### src/rtl/sg_pkg.sv
package sg_pkg;
    typedef enum logic [1:0] {
        WAVE_SINE   = 2'd0,
        WAVE_TRI    = 2'd1,
        WAVE_SQUARE = 2'd2
    } wave_t;

    typedef enum logic {
        PH_LOW  = 1'b0,
        PH_HIGH = 1'b1
    } qphase_t;

    function automatic int unsigned pow10(input int unsigned n);
        int unsigned r;
        r = 1;
        for (int i = 0; i < 32; i++) begin
            if (i < n) r = r * 10;
        end
        return r;
    endfunction
endpackage

### src/rtl/quad_decoder.sv
module quad_decoder
    import sg_pkg::*;
#(
    parameter int SYNC_STAGES = 2
) (
    input  logic clk,
    input  logic rst_n,
    input  logic enc_a,
    input  logic enc_b,
    output logic cnt_up,
    output logic cnt_dn
);
    logic [SYNC_STAGES-1:0] a_sh, b_sh;
    logic a_s, b_s;
    qphase_t phase_q, phase_nx;

    always_ff @(posedge clk or negedge rst_n) begin
        if (!rst_n) begin
            a_sh <= '0;
            b_sh <= '0;
        end else begin
            a_sh <= {a_sh[SYNC_STAGES-2:0], enc_a};
            b_sh <= {b_sh[SYNC_STAGES-2:0], enc_b};
        end
    end

    assign a_s = a_sh[SYNC_STAGES-1];
    assign b_s = b_sh[SYNC_STAGES-1];

    // state register
    always_ff @(posedge clk or negedge rst_n) begin
        if (!rst_n) phase_q <= PH_LOW;
        else        phase_q <= phase_nx;
    end

    // next state and count outputs
    always_comb begin
        phase_nx = phase_q;
        cnt_up   = 1'b0;
        cnt_dn   = 1'b0;
        unique case (phase_q)
            PH_LOW: begin
                if (a_s) begin
                    phase_nx = PH_HIGH;
                    cnt_up   = !b_s;
                    cnt_dn   = b_s;
                end
            end
            PH_HIGH: begin
                if (!a_s) phase_nx = PH_LOW;
            end
            default: phase_nx = PH_LOW;
        endcase
    end

    assert_single_dir_R5: assert property (@(posedge clk) disable iff (!rst_n)
        $onehot0({cnt_up, cnt_dn}));
    assert_one_per_detent_R8: assert property (@(posedge clk) disable iff (!rst_n)
        (cnt_up || cnt_dn) |=> !(cnt_up || cnt_dn));
endmodule

### src/rtl/wave_select.sv
module wave_select
    import sg_pkg::*;
(
    input  logic       clk,
    input  logic       rst_n,
    input  logic       press,
    output logic [1:0] wave_sel,
    output logic [2:0] rgb
);
    wave_t state_q, state_nx;

    always_ff @(posedge clk or negedge rst_n) begin
        if (!rst_n) state_q <= WAVE_SINE;
        else        state_q <= state_nx;
    end

    always_comb begin
        state_nx = state_q;
        unique case (state_q)
            WAVE_SINE:   if (press) state_nx = WAVE_TRI;
            WAVE_TRI:    if (press) state_nx = WAVE_SQUARE;
            WAVE_SQUARE: if (press) state_nx = WAVE_SINE;
            default:     state_nx = WAVE_SINE;
        endcase
    end

    // output process
    always_comb begin
        wave_sel = state_q;
        unique case (state_q)
            WAVE_SINE:   rgb = 3'b100;
            WAVE_TRI:    rgb = 3'b010;
            WAVE_SQUARE: rgb = 3'b001;
            default:     rgb = 3'b100;
        endcase
    end

    assert_wave_legal_R1: assert property (@(posedge clk) disable iff (!rst_n)
        wave_sel != 2'd3);
    assert_wave_hold_R1: assert property (@(posedge clk) disable iff (!rst_n)
        !press |=> $stable(wave_sel));
    assert_rgb_onehot_R2: assert property (@(posedge clk) disable iff (!rst_n)
        $onehot(rgb));
endmodule

### src/rtl/level_control.sv
module level_control #(
    parameter int AMP_MIN = 1,
    parameter int AMP_MAX = 10,
    localparam int AMP_W  = $clog2(AMP_MAX + 1)
) (
    input  logic             clk,
    input  logic             rst_n,
    input  logic             amp_press,
    input  logic             step_press,
    output logic [AMP_W-1:0] amp_code,
    output logic [23:0]      step_hz
);
    localparam int unsigned STEP_MAX_I = sg_pkg::pow10(7);
    localparam logic [23:0] STEP_MAX   = 24'(STEP_MAX_I);

    always_ff @(posedge clk or negedge rst_n) begin
        if (!rst_n) begin
            amp_code <= AMP_W'(AMP_MIN);
        end else if (amp_press) begin
            if (amp_code == AMP_W'(AMP_MAX)) amp_code <= AMP_W'(AMP_MIN);
            else                             amp_code <= amp_code + 1'b1;
        end
    end

    always_ff @(posedge clk or negedge rst_n) begin
        if (!rst_n) begin
            step_hz <= 24'd1;
        end else if (step_press) begin
            if (step_hz == STEP_MAX) step_hz <= 24'd1;
            else                     step_hz <= (step_hz << 3) + (step_hz << 1);
        end
    end

    assert_amp_range_R3: assert property (@(posedge clk) disable iff (!rst_n)
        amp_code >= AMP_W'(AMP_MIN) && amp_code <= AMP_W'(AMP_MAX));
    assert_amp_hold_R3: assert property (@(posedge clk) disable iff (!rst_n)
        !amp_press |=> $stable(amp_code));
    assert_step_hold_R4: assert property (@(posedge clk) disable iff (!rst_n)
        !step_press |=> $stable(step_hz));
    assert_step_range_R4: assert property (@(posedge clk) disable iff (!rst_n)
        step_hz != 24'd0 && step_hz <= STEP_MAX);
endmodule

### src/rtl/freq_accum.sv
module freq_accum #(
    parameter int FREQ_MAX   = 20_000_000,
    parameter int FREQ_RESET = 1000,
    parameter int STEP_W     = 24,
    localparam int FREQ_W    = $clog2(FREQ_MAX + 1)
) (
    input  logic              clk,
    input  logic              rst_n,
    input  logic              cnt_up,
    input  logic              cnt_dn,
    input  logic [STEP_W-1:0] step_hz,
    output logic [FREQ_W-1:0] freq_hz
);
    localparam logic [FREQ_W-1:0] F_MAX = FREQ_W'(FREQ_MAX);

    logic [FREQ_W-1:0] step_ext, headroom;

    assign step_ext = FREQ_W'(step_hz);
    assign headroom = F_MAX - freq_hz;

    always_ff @(posedge clk or negedge rst_n) begin
        if (!rst_n) begin
            freq_hz <= FREQ_W'(FREQ_RESET);
        end else if (cnt_up) begin
            if (step_ext > headroom) freq_hz <= F_MAX;
            else                     freq_hz <= freq_hz + step_ext;
        end else if (cnt_dn) begin
            if (step_ext > freq_hz) freq_hz <= '0;
            else                    freq_hz <= freq_hz - step_ext;
        end
    end

    assert_no_overflow_R6: assert property (@(posedge clk) disable iff (!rst_n)
        freq_hz <= F_MAX);
    assert_idle_hold_R8: assert property (@(posedge clk) disable iff (!rst_n)
        !(cnt_up || cnt_dn) |=> $stable(freq_hz));
    assert_up_no_drop_R6: assert property (@(posedge clk) disable iff (!rst_n)
        cnt_up |=> freq_hz >= $past(freq_hz));
    assert_dn_no_rise_R7: assert property (@(posedge clk) disable iff (!rst_n)
        cnt_dn |=> freq_hz <= $past(freq_hz));
endmodule

### src/rtl/sg_param_ctrl.sv
module sg_param_ctrl #(
    parameter int FREQ_MAX    = 20_000_000,
    parameter int FREQ_RESET  = 1000,
    parameter int SYNC_STAGES = 2
) (
    input  logic        clk,
    input  logic        rst_n,
    input  logic        wave_btn,
    input  logic        amp_btn,
    input  logic        step_btn,
    input  logic        enc_a,
    input  logic        enc_b,
    output logic [1:0]  wave_sel,
    output logic [2:0]  rgb,
    output logic [3:0]  amp_code,
    output logic [23:0] step_hz,
    output logic [24:0] freq_hz
);
    logic cnt_up, cnt_dn;

    quad_decoder #(.SYNC_STAGES(SYNC_STAGES)) u_dec (
        .clk(clk), .rst_n(rst_n), .enc_a(enc_a), .enc_b(enc_b),
        .cnt_up(cnt_up), .cnt_dn(cnt_dn)
    );

    wave_select u_wave (
        .clk(clk), .rst_n(rst_n), .press(wave_btn),
        .wave_sel(wave_sel), .rgb(rgb)
    );

    level_control #(.AMP_MIN(1), .AMP_MAX(10)) u_lvl (
        .clk(clk), .rst_n(rst_n), .amp_press(amp_btn), .step_press(step_btn),
        .amp_code(amp_code), .step_hz(step_hz)
    );

    freq_accum #(.FREQ_MAX(FREQ_MAX), .FREQ_RESET(FREQ_RESET), .STEP_W(24)) u_freq (
        .clk(clk), .rst_n(rst_n), .cnt_up(cnt_up), .cnt_dn(cnt_dn),
        .step_hz(step_hz), .freq_hz(freq_hz)
    );
endmodule

### config.mk
export PLATFORM = sky130hd
export DESIGN_NAME = sg_param_ctrl
export DESIGN_NICKNAME = d
export VERILOG_FILES = /design/src/rtl/sg_pkg.sv /design/src/rtl/quad_decoder.sv /design/src/rtl/wave_select.sv /design/src/rtl/level_control.sv /design/src/rtl/freq_accum.sv /design/src/rtl/sg_param_ctrl.sv
export SDC_FILE = /design/constraint.sdc
export NUM_CORES = 1
export LEC_CHECK = 0
export BUFFER_PORTS_ARGS = -buffer_cell sky130_fd_sc_hd__clkbuf_2
export CAP_MARGIN = 10
export CORE_MARGIN = 4
export CORE_UTILIZATION = 30
export DETAILED_ROUTE_END_ITERATION = 12
export GPL_TIMING_DRIVEN = 0
export SLEW_MARGIN = 5
export SYNTH_ARGS = -nofsm -noshare
export SYNTH_HDL_FRONTEND = slang
export SYNTH_SLANG_ARGS = --single-unit
### constraint.sdc
create_clock -name clk -period 4.6 [get_ports clk]
set_input_delay 0.46 -clock clk [delete_from_list [all_inputs] [get_ports clk]]
set_output_delay 0.46 -clock clk [all_outputs]
set_load 0.05 [all_outputs]
==> results_dict.tcl <==
set metrics [dict create \
    place.gp.congestion 0.897 \
    ys_async_sr_fraction 1.00 \
    crit_family "compound AO/OA/AOI/OAI gates" \
    cp-start-kind "register" \
    io_pins 65 \
    synth_most_common_cell "ha_1" \
    coreArea_sq_mm 0.0220 \
    fin_crit_ps 4890 \
    die_w_um 158 \
    diodes 0 \
    worstSetupPathType "reg -> reg" \
    initial_core_util 0.306 \
    reg2reg_setup_slack_ps -290 \
    drt-wirelength-per-cell_um 18.0 \
    path_cells "or4_4, o31a_1, o21a_1, a21o_1, a211o_1, nand2_2, nand2_2, a31oi_2, xor2_1, ha_1, nor4_2, o21ai_0, a21oi_1, o22ai_2, o21ai_4, nand2b_4, buf_4, buf_6, a21boi_0, a41o_1, a211o_1" \
    maxSlewViolCount 0 \
    dieArea_sq_mm 0.0249 \
    synth_seq_cells 60 \
    gr-total-overflow 0 \
    critPathRequiredTime_ps 4820 \
    endpoint_kind "register" \
    cts.reportedPaths.clkPinSlew_ps 50 \
    area_growth_syn_to_layout_pct 18.9 \
    holdWs_ps 65.6 \
    avgSynthCellArea_sq_um 8.29 \
    num_rows 54 \
    slew_headroom 0.495 \
    crit_arrival_ps 5110 \
    die_h_um 158 \
    cts_sinks 60 \
    htree_levels 3 \
    drv_cap 0 \
    synth_edf_count 0 \
    yosys.cell_types.count 70 \
    clock_skew_ps 10.3 \
    drive_gt1_frac 0.168 \
    grt_pass1_wl_um 34100 \
    yosys-top-cells-area "dfrtp_1, ha_1, xnor2_1" \
    cp_slowest_cell "or4_4" \
    rr_worst_depth 21 \
    cts_tree "done" \
    hold_violations 0 \
    setup_ws_ps -293 \
    synthTopCellsByCount "ha_1, nor2_1, inv_1" \
    yosys.area.top_type "dfrtp_1" \
    r2r_start "u_freq.freq_hz[6]" \
    hpwlAfterDp_um 16700 \
    cts-buffers-inserted 9 \
    num_vias 6501 \
    port_buffers 63 \
    crit_fanout 5 \
    synth-seq-area-share 0.225 \
    synth_warnings 0 \
    setup_viol 25 \
    grt_max_degree 37 \
    syn_area_sq_mm 0.00673 \
    status "complete, but fails checks" \
    cts_root_buf "clkbuf_16" \
    cts_buffer_depth 2 \
    grt_pass1_vias 6185 \
    worst_pin_slew_ps 748 \
    synth_cells 811 \
    clk_latency_ps 340 \
    violations "setup timing" \
    hp-class "in -> async" \
    drtAntennaViolNets 0 \
    totalWireLength_um 21500 \
    finalCritPeriodShare 1.06 \
    synth_top_area_share 0.193 \
    critPathMaxStageDelay_ps 550 \
    synth_nets 920 \
    grtUsageTotal 0.173 \
    r2r_end "u_freq.freq_hz[21]" \
    drcViolationCount 0 \
    drtIter0Drc 503 \
    cts_hold_buffers 0 \
    yosys_most_used_dff "dfrtp_1" \
    path_buf_inv 2 \
    antenna_found_initial 0 \
    dr.pass1.iters 5 \
    fin_nets 1014 \
    viasPerCell 5.46 \
    maxClockFrequency_ghz 0.204 \
    rsz0062_at_grt "true" \
]
kinds of logic after synthesis:
family                   share of synthesized area
AO/OA/AOI/OAI                                0.276
XOR/XNOR                                    0.0860
adder cells (fa/ha/maj)                      0.193
buffers and inverters                       0.0586
flip-flops                                   0.225
multiplexers                               0.00484
AND/OR/NAND/NOR                              0.156
registers in the layout (all words and copies together), names as in the netlist:
signal and count:
u_lvl.amp_code 4, u_wave.wave_sel 2, u_lvl.step_hz 24, u_dec.a_sh 2
u_freq.freq_hz 25, u_dec.b_sh 2, u_dec.phase_q 1
how the worst max path moves through the flow:
| stage | from | end | slack (ps) | cells after the start |
|---|---|---|---|---|
| after global placement | u_freq.freq_hz[6] | u_freq.freq_hz[12] | -770 | 21 |
| after detailed placement | u_freq.freq_hz[6] | u_freq.freq_hz[15] | -790 | 21 |
| final | u_freq.freq_hz[6] | u_freq.freq_hz[21] | -290 | 21 |
| after global routing | u_freq.freq_hz[6] | u_freq.freq_hz[15] | -430 | 21 |
| after CTS | u_freq.freq_hz[4] | u_freq.freq_hz[2] | -280 | 21 |
| after floorplan | u_freq.freq_hz[6] | u_freq.freq_hz[15] | 20 | 21 |
stage by stage:
step	instance area (sq um)	cells	TNS [ps]	util	setup slack, ps
after floorplan	6750	811	0	-	16.2
after global placement	7410	1154	-13850	0.337	-772
after detailed placement	7430	1155	-14800	0.339	-791
after CTS	7900	1185	-2920	0.360	-276
after global routing	8000	1190	-7520	0.364	-428
final	8000	1190	-4410	0.364	-293
routing by layer:
layer  global-route usage  vias to the layer above  wire, um
met5                    0                        -         0
met4               0.0361                        0       306
met3               0.0372                       22      1280
met2                0.267                      192      9330
met1                0.248                     3098     10500
li1                     -                     3189         -
what timing repair did:
item	CTS	global route
pin swaps	19	19
setup endpoints to repair	25	25
buffers inserted	14	6
gates resized for setup	26	13
cell usage in the layout (no fill, tap or decap), drive strengths merged, types with 10 or more instances in the layout:
| cell type | count |
|---|---|
| o21ai | 44 |
| buf | 34 |
| inv | 62 |
| nand3 | 12 |
| nor2 | 63 |
| nand2b | 14 |
| nor2b | 13 |
| clkbuf | 98 |
| a211oi | 11 |
| a21o | 20 |
| nand2 | 47 |
| a221o | 12 |
| ha | 99 |
| xor2 | 31 |
| xnor2 | 35 |
| o22ai | 26 |
| o21a | 10 |
| nor3 | 15 |
| nand4 | 11 |
| nor4 | 12 |
| a21oi | 64 |
| dfrtp | 52 |
| o21bai | 12 |
worst register-to-register path, cell delays in order, from the launching register on:
cell and delay, ps:
dfstp_4 490, or4_4 550, o31a_1 300, o21a_1 220, a21o_1 190, a211o_1 340
nand2_2 100, nand2_2 80, a31oi_2 170, xor2_1 110, ha_1 250, nor4_2 300
o21ai_0 130, a21oi_1 220, o22ai_2 180, o21ai_4 250, nand2b_4 180, buf_4 110
buf_6 100, a21boi_0 80, a41o_1 230, a211o_1 220
area by class of cell:
type | count | area, sq um
fill | 2284 | 14000
sequential | 60 | 1520
timing repair buffer | 84 | 507
inverter | 62 | 233
clock buffer | 16 | 251
tap | 280 | 350
buffer | 32 | 171
multi-input combinational | 656 | 4960
Power is not shown: default switching activity piles up to over one toggle a cycle in this logic, so the estimate is an artifact.
